`src/rtl/selwr_pkg.sv`:
```
package selwr_pkg;

    typedef enum logic [3:0] {
        S_IDLE  = 4'd0,
        S_PRE   = 4'd1,
        S_PCAP  = 4'd2,
        S_GRP   = 4'd3,
        S_BIAS  = 4'd4,
        S_PULSE = 4'd5,
        S_VRD   = 4'd6,
        S_VCAP  = 4'd7,
        S_DONE  = 4'd8
    } selwr_st_e;

endpackage

```
`src/rtl/selwr_grp_pick.sv`:
```
module selwr_grp_pick #(
    parameter int DW   = 16,
    parameter int GMAX = 4
) (
    input  logic [DW-1:0] pend,
    output logic [DW-1:0] sel
);
    localparam int CW = $clog2(DW + 1);

    // running count of pending bits below each position
    logic [CW-1:0] below [DW+1];

    assign below[0] = '0;

    for (genvar i = 0; i < DW; i++) begin : g_bit
        assign below[i+1] = below[i] + CW'(pend[i]);
        assign sel[i]     = pend[i] & (below[i] < CW'(GMAX));
    end

endmodule

```
`src/rtl/selwr_bias_tmr.sv`:
```
module selwr_bias_tmr #(
    parameter int CYC = 2
) (
    input  logic clk,
    input  logic rst_n,
    input  logic run,
    output logic last
);
    localparam int TW = (CYC > 1) ? $clog2(CYC) : 1;

    logic [TW-1:0] cnt_d, cnt_q;

    always_comb begin
        last  = run && (cnt_q == TW'(CYC - 1));
        cnt_d = cnt_q;
        if (!run || last) cnt_d = '0;
        else              cnt_d = cnt_q + TW'(1);
    end

    always_ff @(posedge clk or negedge rst_n) begin
        if (!rst_n) cnt_q <= '0;
        else        cnt_q <= cnt_d;
    end

endmodule

```
`src/rtl/selwr_ctrl.sv`:
```
module selwr_ctrl
    import selwr_pkg::*;
#(
    parameter int DW       = 16,
    parameter int AW       = 4,
    parameter int GMAX     = 4,
    parameter int PMAX     = 3,
    parameter int BIAS_CYC = 2
) (
    input  logic          clk,
    input  logic          rst_n,
    input  logic          host_req,
    input  logic [AW-1:0] host_addr,
    input  logic [DW-1:0] host_wdata,
    output logic          host_rdy,
    output logic          st_vld,
    output logic          st_fail,
    output logic [AW-1:0] arr_addr,
    output logic          arr_rd,
    output logic          arr_p0,
    output logic          arr_p1,
    output logic          arr_bias,
    output logic [DW-1:0] arr_mask,
    input  logic [DW-1:0] arr_rdata
);
    localparam int PCW = $clog2(PMAX + 1);

    typedef struct packed {
        selwr_st_e     st;
        logic [AW-1:0] addr;
        logic [DW-1:0] wdata;
        logic [DW-1:0] pend;    // changed bits not yet grouped
        logic [DW-1:0] grp;     // current group
        logic [DW-1:0] live;    // bits of current phase still unverified
        logic [PCW-1:0] pcnt;
        logic          phase;   // 0: drive to 0, 1: drive to 1
        logic          fail;
    } ctl_t;

    ctl_t d, q;

    logic [DW-1:0] pick;
    logic          bias_last;
    logic [DW-1:0] diff_rd;
    logic [DW-1:0] bad;
    logic [DW-1:0] lo_bits;
    logic [DW-1:0] hi_bits;

    selwr_grp_pick #(.DW(DW), .GMAX(GMAX)) u_pick (
        .pend (q.pend),
        .sel  (pick)
    );

    selwr_bias_tmr #(.CYC(BIAS_CYC)) u_tmr (
        .clk   (clk),
        .rst_n (rst_n),
        .run   (q.st == S_BIAS),
        .last  (bias_last)
    );

    always_comb begin
        d        = q;
        host_rdy = 1'b0;
        st_vld   = 1'b0;
        st_fail  = 1'b0;
        arr_rd   = 1'b0;
        arr_p0   = 1'b0;
        arr_p1   = 1'b0;
        arr_bias = 1'b0;
        arr_mask = '0;
        arr_addr = q.addr;
        diff_rd  = arr_rdata ^ q.wdata;
        bad      = q.live & diff_rd;
        lo_bits  = pick & ~q.wdata;
        hi_bits  = q.grp & q.wdata;

        unique case (q.st)
            S_IDLE: begin
                host_rdy = 1'b1;
                if (host_req) begin
                    d.addr  = host_addr;
                    d.wdata = host_wdata;
                    d.fail  = 1'b0;
                    d.st    = S_PRE;
                end
            end
            S_PRE: begin
                arr_rd = 1'b1;
                d.st   = S_PCAP;
            end
            S_PCAP: begin
                d.pend = diff_rd;
                d.st   = (diff_rd == '0) ? S_DONE : S_GRP;
            end
            S_GRP: begin
                d.grp  = pick;
                d.pend = q.pend & ~pick;
                d.pcnt = '0;
                d.st   = S_BIAS;
                if (lo_bits != '0) begin
                    d.phase = 1'b0;
                    d.live  = lo_bits;
                end else begin
                    d.phase = 1'b1;
                    d.live  = pick & q.wdata;
                end
            end
            S_BIAS: begin
                arr_bias = 1'b1;
                if (bias_last) d.st = S_PULSE;
            end
            S_PULSE: begin
                arr_p0   = ~q.phase;
                arr_p1   = q.phase;
                arr_mask = q.live;
                d.pcnt   = q.pcnt + PCW'(1);
                d.st     = S_VRD;
            end
            S_VRD: begin
                arr_rd = 1'b1;
                d.st   = S_VCAP;
            end
            S_VCAP: begin
                d.live = bad;
                if (bad != '0 && q.pcnt < PCW'(PMAX)) begin
                    d.st = S_PULSE;
                end else begin
                    if (bad != '0) d.fail = 1'b1;
                    if (!q.phase && hi_bits != '0) begin
                        d.phase = 1'b1;
                        d.live  = hi_bits;
                        d.pcnt  = '0;
                        d.st    = S_BIAS;
                    end else begin
                        d.st = (q.pend != '0) ? S_GRP : S_DONE;
                    end
                end
            end
            S_DONE: begin
                st_vld  = 1'b1;
                st_fail = q.fail;
                d.st    = S_IDLE;
            end
            default: d.st = S_IDLE;
        endcase
    end

    always_ff @(posedge clk or negedge rst_n) begin
        if (!rst_n) q <= '0;
        else        q <= d;
    end

    // ------------------------------------------------------------------
    // Assertions
    // ------------------------------------------------------------------
    assert_one_strobe_R10: assert property (@(posedge clk) disable iff (!rst_n)
        $onehot0({arr_rd, arr_p0, arr_p1, arr_bias}));

    assert_busy_not_ready_R10: assert property (@(posedge clk) disable iff (!rst_n)
        (arr_rd || arr_p0 || arr_p1 || arr_bias) |-> !host_rdy);

    assert_status_then_ready_R10: assert property (@(posedge clk) disable iff (!rst_n)
        st_vld |=> (host_rdy && !st_vld));

    assert_group_size_R5: assert property (@(posedge clk) disable iff (!rst_n)
        (arr_p0 || arr_p1) |-> ($countones(arr_mask) <= GMAX && arr_mask != '0));

    assert_pick_subset_R5: assert property (@(posedge clk) disable iff (!rst_n)
        (q.st == S_GRP) |-> (pick != '0 && (pick & ~q.pend) == '0));

    assert_p0_polarity_R4: assert property (@(posedge clk) disable iff (!rst_n)
        arr_p0 |-> ((arr_mask & q.wdata) == '0));

    assert_p1_polarity_R4: assert property (@(posedge clk) disable iff (!rst_n)
        arr_p1 |-> ((arr_mask & ~q.wdata) == '0));

    assert_bias_into_pulse_R7: assert property (@(posedge clk) disable iff (!rst_n)
        arr_bias |=> (arr_bias || arr_p0 || arr_p1));

    assert_pulse_then_verify_R8: assert property (@(posedge clk) disable iff (!rst_n)
        (arr_p0 || arr_p1) |=> arr_rd);

    assert_pulse_limit_R9: assert property (@(posedge clk) disable iff (!rst_n)
        q.pcnt <= PCW'(PMAX));

    assert_addr_stable_R2: assert property (@(posedge clk) disable iff (!rst_n)
        (!host_rdy && !st_vld) |=> $stable(arr_addr));

endmodule

```
`config.mk`:
```
export PLATFORM = sky130hd
export DESIGN_NAME = selwr_ctrl
export DESIGN_NICKNAME = d
export VERILOG_FILES = /design/src/rtl/selwr_pkg.sv /design/src/rtl/selwr_grp_pick.sv /design/src/rtl/selwr_bias_tmr.sv /design/src/rtl/selwr_ctrl.sv
export SDC_FILE = /design/constraint.sdc
export NUM_CORES = 1
export LEC_CHECK = 0
export ABC_AREA = 0
export BUFFER_PORTS_ARGS = -buffer_cell sky130_fd_sc_hd__buf_2
export CORE_AREA = 5 5 139 141
export DETAILED_ROUTE_END_ITERATION = 8
export DIE_AREA = 0 0 144 146
export GPL_TIMING_DRIVEN = 0
export PLACE_DENSITY = 0.52
export SLEW_MARGIN = 10
export SYNTH_ARGS = -nofsm -noshare
export SYNTH_HDL_FRONTEND = slang
export SYNTH_SLANG_ARGS = --single-unit
```
`constraint.sdc`:
```
create_clock -name clk -period 14.7 [get_ports clk]
set_input_delay 1.47 -clock clk [delete_from_list [all_inputs] [get_ports clk]]
set_output_delay 1.47 -clock clk [all_outputs]
set_load 0.03 [all_outputs]
```
==> results.yml, run 1 <==
synthesis:
  syn_area_um2: 6180
  synth_nets: 787
  yosysTopAreaCellShare: 0.312
  synth_commonest_cells: "nand2_1, dfrtp_1, nor2_1, a21oi_1, inv_1"
  ys_seq_area_frac: 0.312
  syn_avg_cell_area_um2: 8.59
  synthCells: 720
  ys_async_sr_fraction: 1.00
  ys_top_cells_by_area: "dfrtp_1, ha_1, nand2_1"
  yosysMostFrequentCell: "nand2_1"
  yosys_warnings: 0
  synth_largest_area_cell: "dfrtp_1"
  synth_flop_cell: "dfrtp_1"
  synth-seq-cells: 77
  synth-edff-count: 0
  synth_cell_types: 82
status:
  status: "finished clean"
clock_tree:
  numCtsBuffers: 9
  cts_hold_buf: 0
  cts_root_buf: "clkbuf_16"
  post_cts_buffers: 0
  cts_resized: 0
  htreeDepth: 3
  cts_sinks: 77
  tritoncts: "yes"
  insertion_delay_ns: 0.35
  cts_buffer_depth: 2
  clk_pin_slew_ns: 0.06
timing:
  max_freq_ghz: 0.131
  tightest_slew_ns: 0.907
  rsz0062_at_grt: "false"
  slew_headroom: 0.395
  drv_slew: 0
  hold_violations: 0
  finalSetupViolCount: 0
  min_period_over_period: 0.519
  finClkSkew_ns: 0.00951
  period_needed_ns: 7.63
  fin_tns_setup_ns: 0
routing:
  drc: 0
  routed_wl_um: 20500
  num_vias: 5869
  first_pass_iters: 6
  ant_nets: 0
  vias_per_cell: 5.69
  wl_per_cell_um: 19.8
  drt_iter0_drc: 634
place:
  io_buffers: 65
  dp_hpwl_um: 15800
  routabilityCongestion: 0.900
global_routing:
  grt_util_met1: 0.278
  overflow: 0
  grtUsageMet3: 0.0401
  grt_pass1_vias: 5950
  grt_pass1_wl_um: 32500
  grt_use_met2: 0.307
  grt_max_degree: 46
  antenna_found_initial: 0
  grt_util_all_layers: 0.197
  gr-max-usage-layer: "met2"
die:
  dieArea_um2: 21000
  die_y_um: 146
  coreArea_um2: 17800
  start_util: 0.347
  std_cell_rows: 49
  die_x_um: 144
  ios: 66
critical_path:
  end_kind: "flip-flop"
  slowest_delay_ns: 0.53
  critPathLaunchType: "flip-flop"
  crit_arrival_ns: 7.88
  cp_common_cell: "ha_1"
  crit_required_ns: 14.95
  crit_type: "reg -> reg"
  critPathMaxFanout: 10
  worst_path_max_delay_cell: "a2111o_4"
job:
  max_cap_viol_count: 0
finish:
  multi_input_area_um2: 3900
  antennaDiodeCount: 0
  areaGrowthSynthToFinish_pct: 15.9
  layout.nets: 865
  fillCellCount: 1787
  drive_above_1_share: 0.184
  regArea_um2: 1930
worst_hold_path:
  hold_class: "reg -> reg"
==> layout by cell type, fill, tap and decap left out, types with 5 or more instances in the layout <==
cell and count:
a2bb2oi_1 5, xnor2_2 7, a21o_1 10, inv_1 37, ha_1 26, xor2_1 15
mux2i_1 6, buf_4 6, o2111ai_1 5, and2_1 13, nor3_1 15, nand4_1 8
clkbuf_16 9, clkbuf_1 35, o21ai_1 5, nand2_1 83, nor4_1 9, a221oi_1 5
o22ai_1 20, or2_2 6, nor2_1 67, xnor2_1 17, dfrtp_1 77, mux2_2 21
nand2b_1 9, o21ai_0 30, buf_2 67, nand3_1 22, nor3b_1 15, a21oi_1 39
==> worst max-delay path: cells and delay by family, from the launching register on <==
| kind | cells | cell delay, ns |
|---|---|---|
| xor gates and xnor gates | 2 | 0.28 |
| buffers and inverters | 5 | 0.86 |
| DFF | 1 | 0.52 |
| muxes | 2 | 0.45 |
| and+or+nand+nor | 4 | 1.10 |
| adders and majority gates | 10 | 3.39 |
| AOI/OAI and AO/OA | 3 | 0.93 |
==> layout make-up <==
type / instances / area share
Multi-Input combinational cell: 560 / 0.544
Sequential cell: 77 / 0.269
Timing Repair Buffer: 67 / 0.0496
Tap cell: 229 / 0.0400
Clock buffer: 11 / 0.0353
Buffer: 46 / 0.0311
Inverter: 37 / 0.0194
Clock inverter: 5 / 0.0114
==> routing by layer <==
metal  share of wire  vias up
met5               0        -
met4           0.021        0
met3           0.066       33
met2            0.45      226
met1            0.46     2867
li1                -     2743
==> path summary, 6_finish.rpt <==
path | slack (ns) | end | cells after the start | from
worst max register to register | 7.07 | q[7] | 26 | q[38]
max in group asynchronous | 12.94 | arr_addr[2] | 2 | rst_n
worst max-delay path | 7.07 | q[7] | 26 | q[38]
min in group asynchronous | 1.15 | q[20] | 1 | rst_n
worst min-delay path | 0.43 | u_tmr.cnt_q | 1 | u_tmr.cnt_q
worst min register to register | 0.43 | u_tmr.cnt_q | 1 | u_tmr.cnt_q
==> cells by family after synthesis <==
kind of cell | Yosys count | share of synthesized area
AND/OR/NAND/NOR | 273 | 0.217
AO/OA/AOI/OAI | 182 | 0.204
buffers and inverters | 83 | 0.0585
flip-flops | 77 | 0.312
XOR/XNOR | 48 | 0.0969
multiplexers | 29 | 0.0528
adder cells (fa/ha/maj) | 28 | 0.0591
==> through the flow <==
stage | util | cells | setup WS, ns | hold slack (ns) | cell area (um2)
final | 0.402 | 1032 | 7.07 | 0.427 | 7160
after global routing | 0.402 | 1032 | 6.62 | 0.432 | 7160
after CTS | 0.402 | 1032 | 7.09 | 0.428 | 7160
after detailed placement | 0.383 | 1016 | 7.09 | 0.419 | 6830
after global placement | 0.381 | 1014 | 7.27 | 0.406 | 6790
after floorplan | - | 720 | 7.88 | 0.393 | 6180
==> sequential cells by signal, summed over array words and instances, names as in the netlist <==
| register | cells |
|---|---|
| q | 72 |
| u_tmr.cnt_q | 1 |
| arr_addr | 4 |
Power of run 1 is left out: the tool's default activity adds up to more than one toggle a clock period on the data nets, which glitch-free logic cannot reach.
==> run 2: changes to the inputs <==
==> constraint.sdc (replaced) <==
create_clock -name clk -period 7.6 [get_ports clk]
set_input_delay 0.76 -clock clk [delete_from_list [all_inputs] [get_ports clk]]
set_output_delay 0.76 -clock clk [all_outputs]
set_load 0.03 [all_outputs]
==> run 2 against run 1 <==
Compared with the run above:
- register-to-register slack worse by 6.7 ns
- setup slack worse by 6.7 ns
- final area is 0.51% higher
- sequential share of layout area is 0.083 points lower
- die area stayed put
- worst hold slack better by 0.0024 ns
- clock skew hardly changed
- critical path depth is 1 higher
- count of clock-buffer cells in the layout stayed put
- core utilization is 0.20 points higher
- largest cell class unchanged
==> results.yml, run 2 (same netlist as run 1, synthesis figures left out) <==
routing:
  drt_iter0_drc: 686
  first_pass_iters: 5
  num_vias: 5877
  routed_wl_um: 20500
  wl_per_cell_um: 19.9
  ant_nets: 0
  vias_per_cell: 5.70
  drc: 0
finish:
  regMostFlops: "q"
  largest_reg_flops: 72
  finalInstanceArea_um2: 7200
  drive_above_1_share: 0.196
  layout.nets: 864
  antennaDiodeCount: 0
  final_cell_mix: "nand2_1, dfrtp_1, buf_2"
  areaGrowthSynthToFinish_pct: 16.5
  mostFrequentLayoutCell: "nand2_1"
timing:
  tightest_slew_ns: 0.934
  finalSetupViolCount: 0
  min_period_over_period: 0.954
  finClkSkew_ns: 0.00948
  slew_headroom: 0.377
  worst_slack_ns: 0.353
  drv_slew: 0
  period_needed_ns: 7.25
  rsz0062_at_grt: "false"
  hold_violations: 0
  max_freq_ghz: 0.138
worst_hold_path:
  holdPathEnd: "u_tmr.cnt_q"
  holdPathStages: 1
  min_from: "u_tmr.cnt_q"
  hold_class: "reg -> reg"
critical_path:
  critPathLaunchType: "flip-flop"
  crit_type: "reg -> reg"
  crit_arrival_ns: 7.50
  rr_worst_depth: 27
  crit_required_ns: 7.85
  timing.rr.start: "q[37]"
  rrSetupSlack_ns: 0.35
  r2r-end: "q[7]"
  end_kind: "flip-flop"
  critPathMaxFanout: 10
job:
  max_cap_viol_count: 0
die:
  start_util: 0.347
  std_cell_rows: 49
  ios: 66
  dieArea_um2: 21000
  die_y_um: 146
  coreArea_um2: 17800
  die_x_um: 144
clock_tree:
  cts_sinks: 77
  tritoncts: "yes"
  clk_pin_slew_ns: 0.06
  htreeDepth: 3
  insertion_delay_ns: 0.35
  cts_buffer_depth: 2
  numCtsBuffers: 9
  cts_root_buf: "clkbuf_16"
status:
  status: "finished clean"
place:
  io_buffers: 65
  placed_cell_area_um2: 6830
  routabilityCongestion: 0.900
  dp_hpwl_um: 15800
  pre_cts_ws_ns: -0.0113
global_routing:
  grt_max_degree: 46
  grt_pass1_wl_um: 32500
  overflow: 0
  antenna_found_initial: 0
  grt_util_all_layers: 0.198
  grt_pass1_vias: 5962
[run 2: cell type report]
class / count / area, um2
buffer: 45 / 220
clock buffer: 11 / 253
clock inverter: 5 / 81.3
fill: 1787 / 10600
inverter: 37 / 139
multi-input combinational: 560 / 3930
sequential: 77 / 1930
tap: 229 / 287
timing repair buffer: 67 / 355
[run 2: worst max-delay path by stage]
stage,startpoint,endpoint,slack (ns),cells after the start
after global routing,q[37],q[7],0.05,27
after floorplan,q[36],q[7],0.78,26
after CTS,q[38],q[7],0.12,25
after global placement,q[38],q[7],0.17,26
final,q[37],q[7],0.35,27
after detailed placement,q[38],q[7],-0.01,26
[run 2: what timing repair did]
item                                    in CTS  in global routing
endpoints found under the setup margin       1                 16
pin swaps                                    0                  0
hold buffers                                 0                  0
gates resized for setup                      1                 11
setup buffers                                0                  0
[run 2: metal layers]
layer	wire [um]	vias up	global-route usage
met3	1410	36	0.0401
met4	467	0	0.0518
li1	-	2736	-
met5	0	-	0
met2	9380	231	0.309
met1	9230	2874	0.278
[run 2: worst max-delay path: stages, from the launching register on]
cell and delay [ns]:
dfrtp_2 0.43, inv_1 0.11, fa_1 0.52, inv_1 0.04, ha_1 0.20, fa_1 0.45
buf_6 0.15, xor2_1 0.14, ha_1 0.33, ha_1 0.38, ha_1 0.39, ha_1 0.33
ha_1 0.32, ha_1 0.34, ha_1 0.36, ha_1 0.36, ha_1 0.31, nand3_1 0.14
nor2_1 0.07, nand2_1 0.06, o21ai_0 0.08, a211oi_1 0.22, a21oi_1 0.07, mux2_4 0.30
a2111o_4 0.53, buf_12 0.19, xnor2_2 0.14, o31ai_2 0.18
[run 2: through the flow]
step	util	TNS [ns]	cells	hold WS (ns)
4_1_cts	0.402	0	1032	0.428
3_5_place_dp	0.383	-0.0113	1016	0.419
2_1_floorplan	-	0	720	0.393
3_3_place_gp	0.381	0	1014	0.406
6_report	0.404	0	1031	0.430
5_1_grt	0.404	0	1031	0.432
Power of run 2 is left out for the same reason.
==> run 3: changes to the inputs <==
--- a/config.mk
+++ b/config.mk
@@ -7,12 +7,12 @@
 export LEC_CHECK = 0
 export ABC_AREA = 0
 export BUFFER_PORTS_ARGS = -buffer_cell sky130_fd_sc_hd__buf_2
-export CORE_AREA = 5 5 139 141
+export CORE_AREA = 5 5 124 126
 export DETAILED_ROUTE_END_ITERATION = 8
-export DIE_AREA = 0 0 144 146
+export DIE_AREA = 0 0 129 131
 export GPL_TIMING_DRIVEN = 0
-export PLACE_DENSITY = 0.52
-export SLEW_MARGIN = 10
+export PLACE_DENSITY = 0.63
+export SLEW_MARGIN = 20
 export SYNTH_ARGS = -nofsm -noshare
 export SYNTH_HDL_FRONTEND = slang
 export SYNTH_SLANG_ARGS = --single-unit
==> run 3 against run 2 <==
Compared with the run above:
- count of clock-buffer cells in the layout up 1
- sequential share of layout area up 0.16 points
- via count up 1.3%
- first-iteration DRC count down 15%
- largest cell class unchanged
==> results.yml, run 3 (same netlist as run 1, synthesis figures left out) <==
timing:
  max_freq_ghz: 0.136
  rsz0062_at_grt: "false"
  min_period_over_period: 0.968
  fin_tns_setup_ns: 0
  period_needed_ns: 7.35
  finalSetupViolCount: 0
  tightest_slew_ns: 0.936
  drv_slew: 0
  slew_headroom: 0.376
  finClkSkew_ns: 0.00482
  hold_violations: 0
worst_hold_path:
  hold_class: "in -> async"
die:
  die_x_um: 129
  coreArea_um2: 14200
  std_cell_rows: 44
  start_util: 0.435
  dieArea_um2: 16900
  ios: 66
  die_y_um: 131
clock_tree:
  cts_hold_buf: 0
  cts_buffer_depth: 2
  cts_root_buf: "clkbuf_16"
  tritoncts: "yes"
  numCtsBuffers: 9
  htreeDepth: 3
  clk_pin_slew_ns: 0.06
  insertion_delay_ns: 0.34
  cts_sinks: 77
routing:
  ant_nets: 0
  routed_wl_um: 19600
  drc: 0
  wl_per_cell_um: 19.9
  vias_per_cell: 6.04
  drt_iter0_drc: 584
  num_vias: 5953
  first_pass_iters: 6
finish:
  layout.nets: 865
  final_cell_mix: "nand2_1, dfrtp_1, buf_2"
  regMostFlops: "q"
  fillCellCount: 1375
  areaGrowthSynthToFinish_pct: 15.6
  multi_input_area_um2: 3930
  mostFrequentLayoutCell: "nand2_1"
  regArea_um2: 1930
  drive_above_1_share: 0.192
  largest_reg_flops: 72
  antennaDiodeCount: 0
critical_path:
  cp_common_cell: "ha_1"
  end_kind: "flip-flop"
  rrSetupSlack_ns: 0.25
  critPathMaxFanout: 10
  critPathLaunchType: "flip-flop"
  crit_required_ns: 7.85
  crit_type: "reg -> reg"
  crit_arrival_ns: 7.60
  worst_path_max_delay_cell: "a2111o_4"
  slowest_delay_ns: 0.53
place:
  io_buffers: 65
  routabilityCongestion: 0.958
  dp_hpwl_um: 15000
status:
  status: "finished clean"
global_routing:
  grt_pass1_wl_um: 30300
  antenna_found_initial: 0
  grt_pass1_vias: 5723
  overflow: 0
  grt_util_all_layers: 0.230
  grt_max_degree: 42
job:
  max_cap_viol_count: 0
[run 3: cell types whose count changed in the layout (fill, tap and decap cells not counted), sizes merged]
cell | previous run | this run
inv | 38 | 37
clkbuf | 45 | 47
clkinv | 1 | 0
[run 3: worst paths after layout]
kind,from,endpoint,cells after the start
max,q[37],q[7],27
min,rst_n,q[58],1
max reg2reg,q[37],q[7],27
min reg2reg,u_tmr.cnt_q,u_tmr.cnt_q,1
max in group asynchronous,rst_n,q[65],2
min in group clk,u_tmr.cnt_q,u_tmr.cnt_q,1
[run 3: area by class of cell]
cell class              count  share of cell area
multi-input cells         560               0.550
plain buffers              46              0.0313
repair buffers             67              0.0508
inverters                  37              0.0194
flip-flops and latches     77               0.270
clock buffers              12              0.0373
clock inverters             3             0.00945
well taps                 184              0.0322
[run 3: what timing repair did]
| action | 4_1_cts | 5_1_grt |
|---|---|---|
| endpoints found under the hold margin | 0 | 0 |
| gates resized for setup | 0 | 9 |
| setup endpoints to repair | 0 | 16 |
| buffers inserted | 0 | 0 |
[run 3: critical path: cells and delay by family (launching register included)]
family	cells	cell delay, ns
AOI/OAI and AO/OA	5	1.08
xor gates and xnor gates	2	0.30
adders and majority gates	12	4.13
buffers and inverters	5	0.79
DFF	1	0.48
muxes	1	0.29
and+or+nand+nor	2	0.18
[run 3: stage by stage]
stage / instance area (um2) / cells / hold slack, ns / utilization / setup WS (ns)
final: 7150 / 986 / 0.393 / 0.503 / 0.246
after global routing: 7150 / 986 / 0.431 / 0.503 / 0.00804
after CTS: 7110 / 986 / 0.418 / 0.501 / 0.00204
after detailed placement: 6780 / 971 / 0.423 / 0.477 / 0.0219
after global placement: 6740 / 969 / 0.413 / 0.474 / 0.190
after floorplan: 6180 / 720 / 0.393 / - / 0.785
[run 3: per-layer routing]
| metal | GRT usage | part of all wire |
|---|---|---|
| met2 | 0.363 | 0.47 |
| met3 | 0.0407 | 0.074 |
| met5 | 0 | 0 |
| met4 | 0.0840 | 0.029 |
| met1 | 0.319 | 0.43 |
Power of run 3 is left out for the same reason.
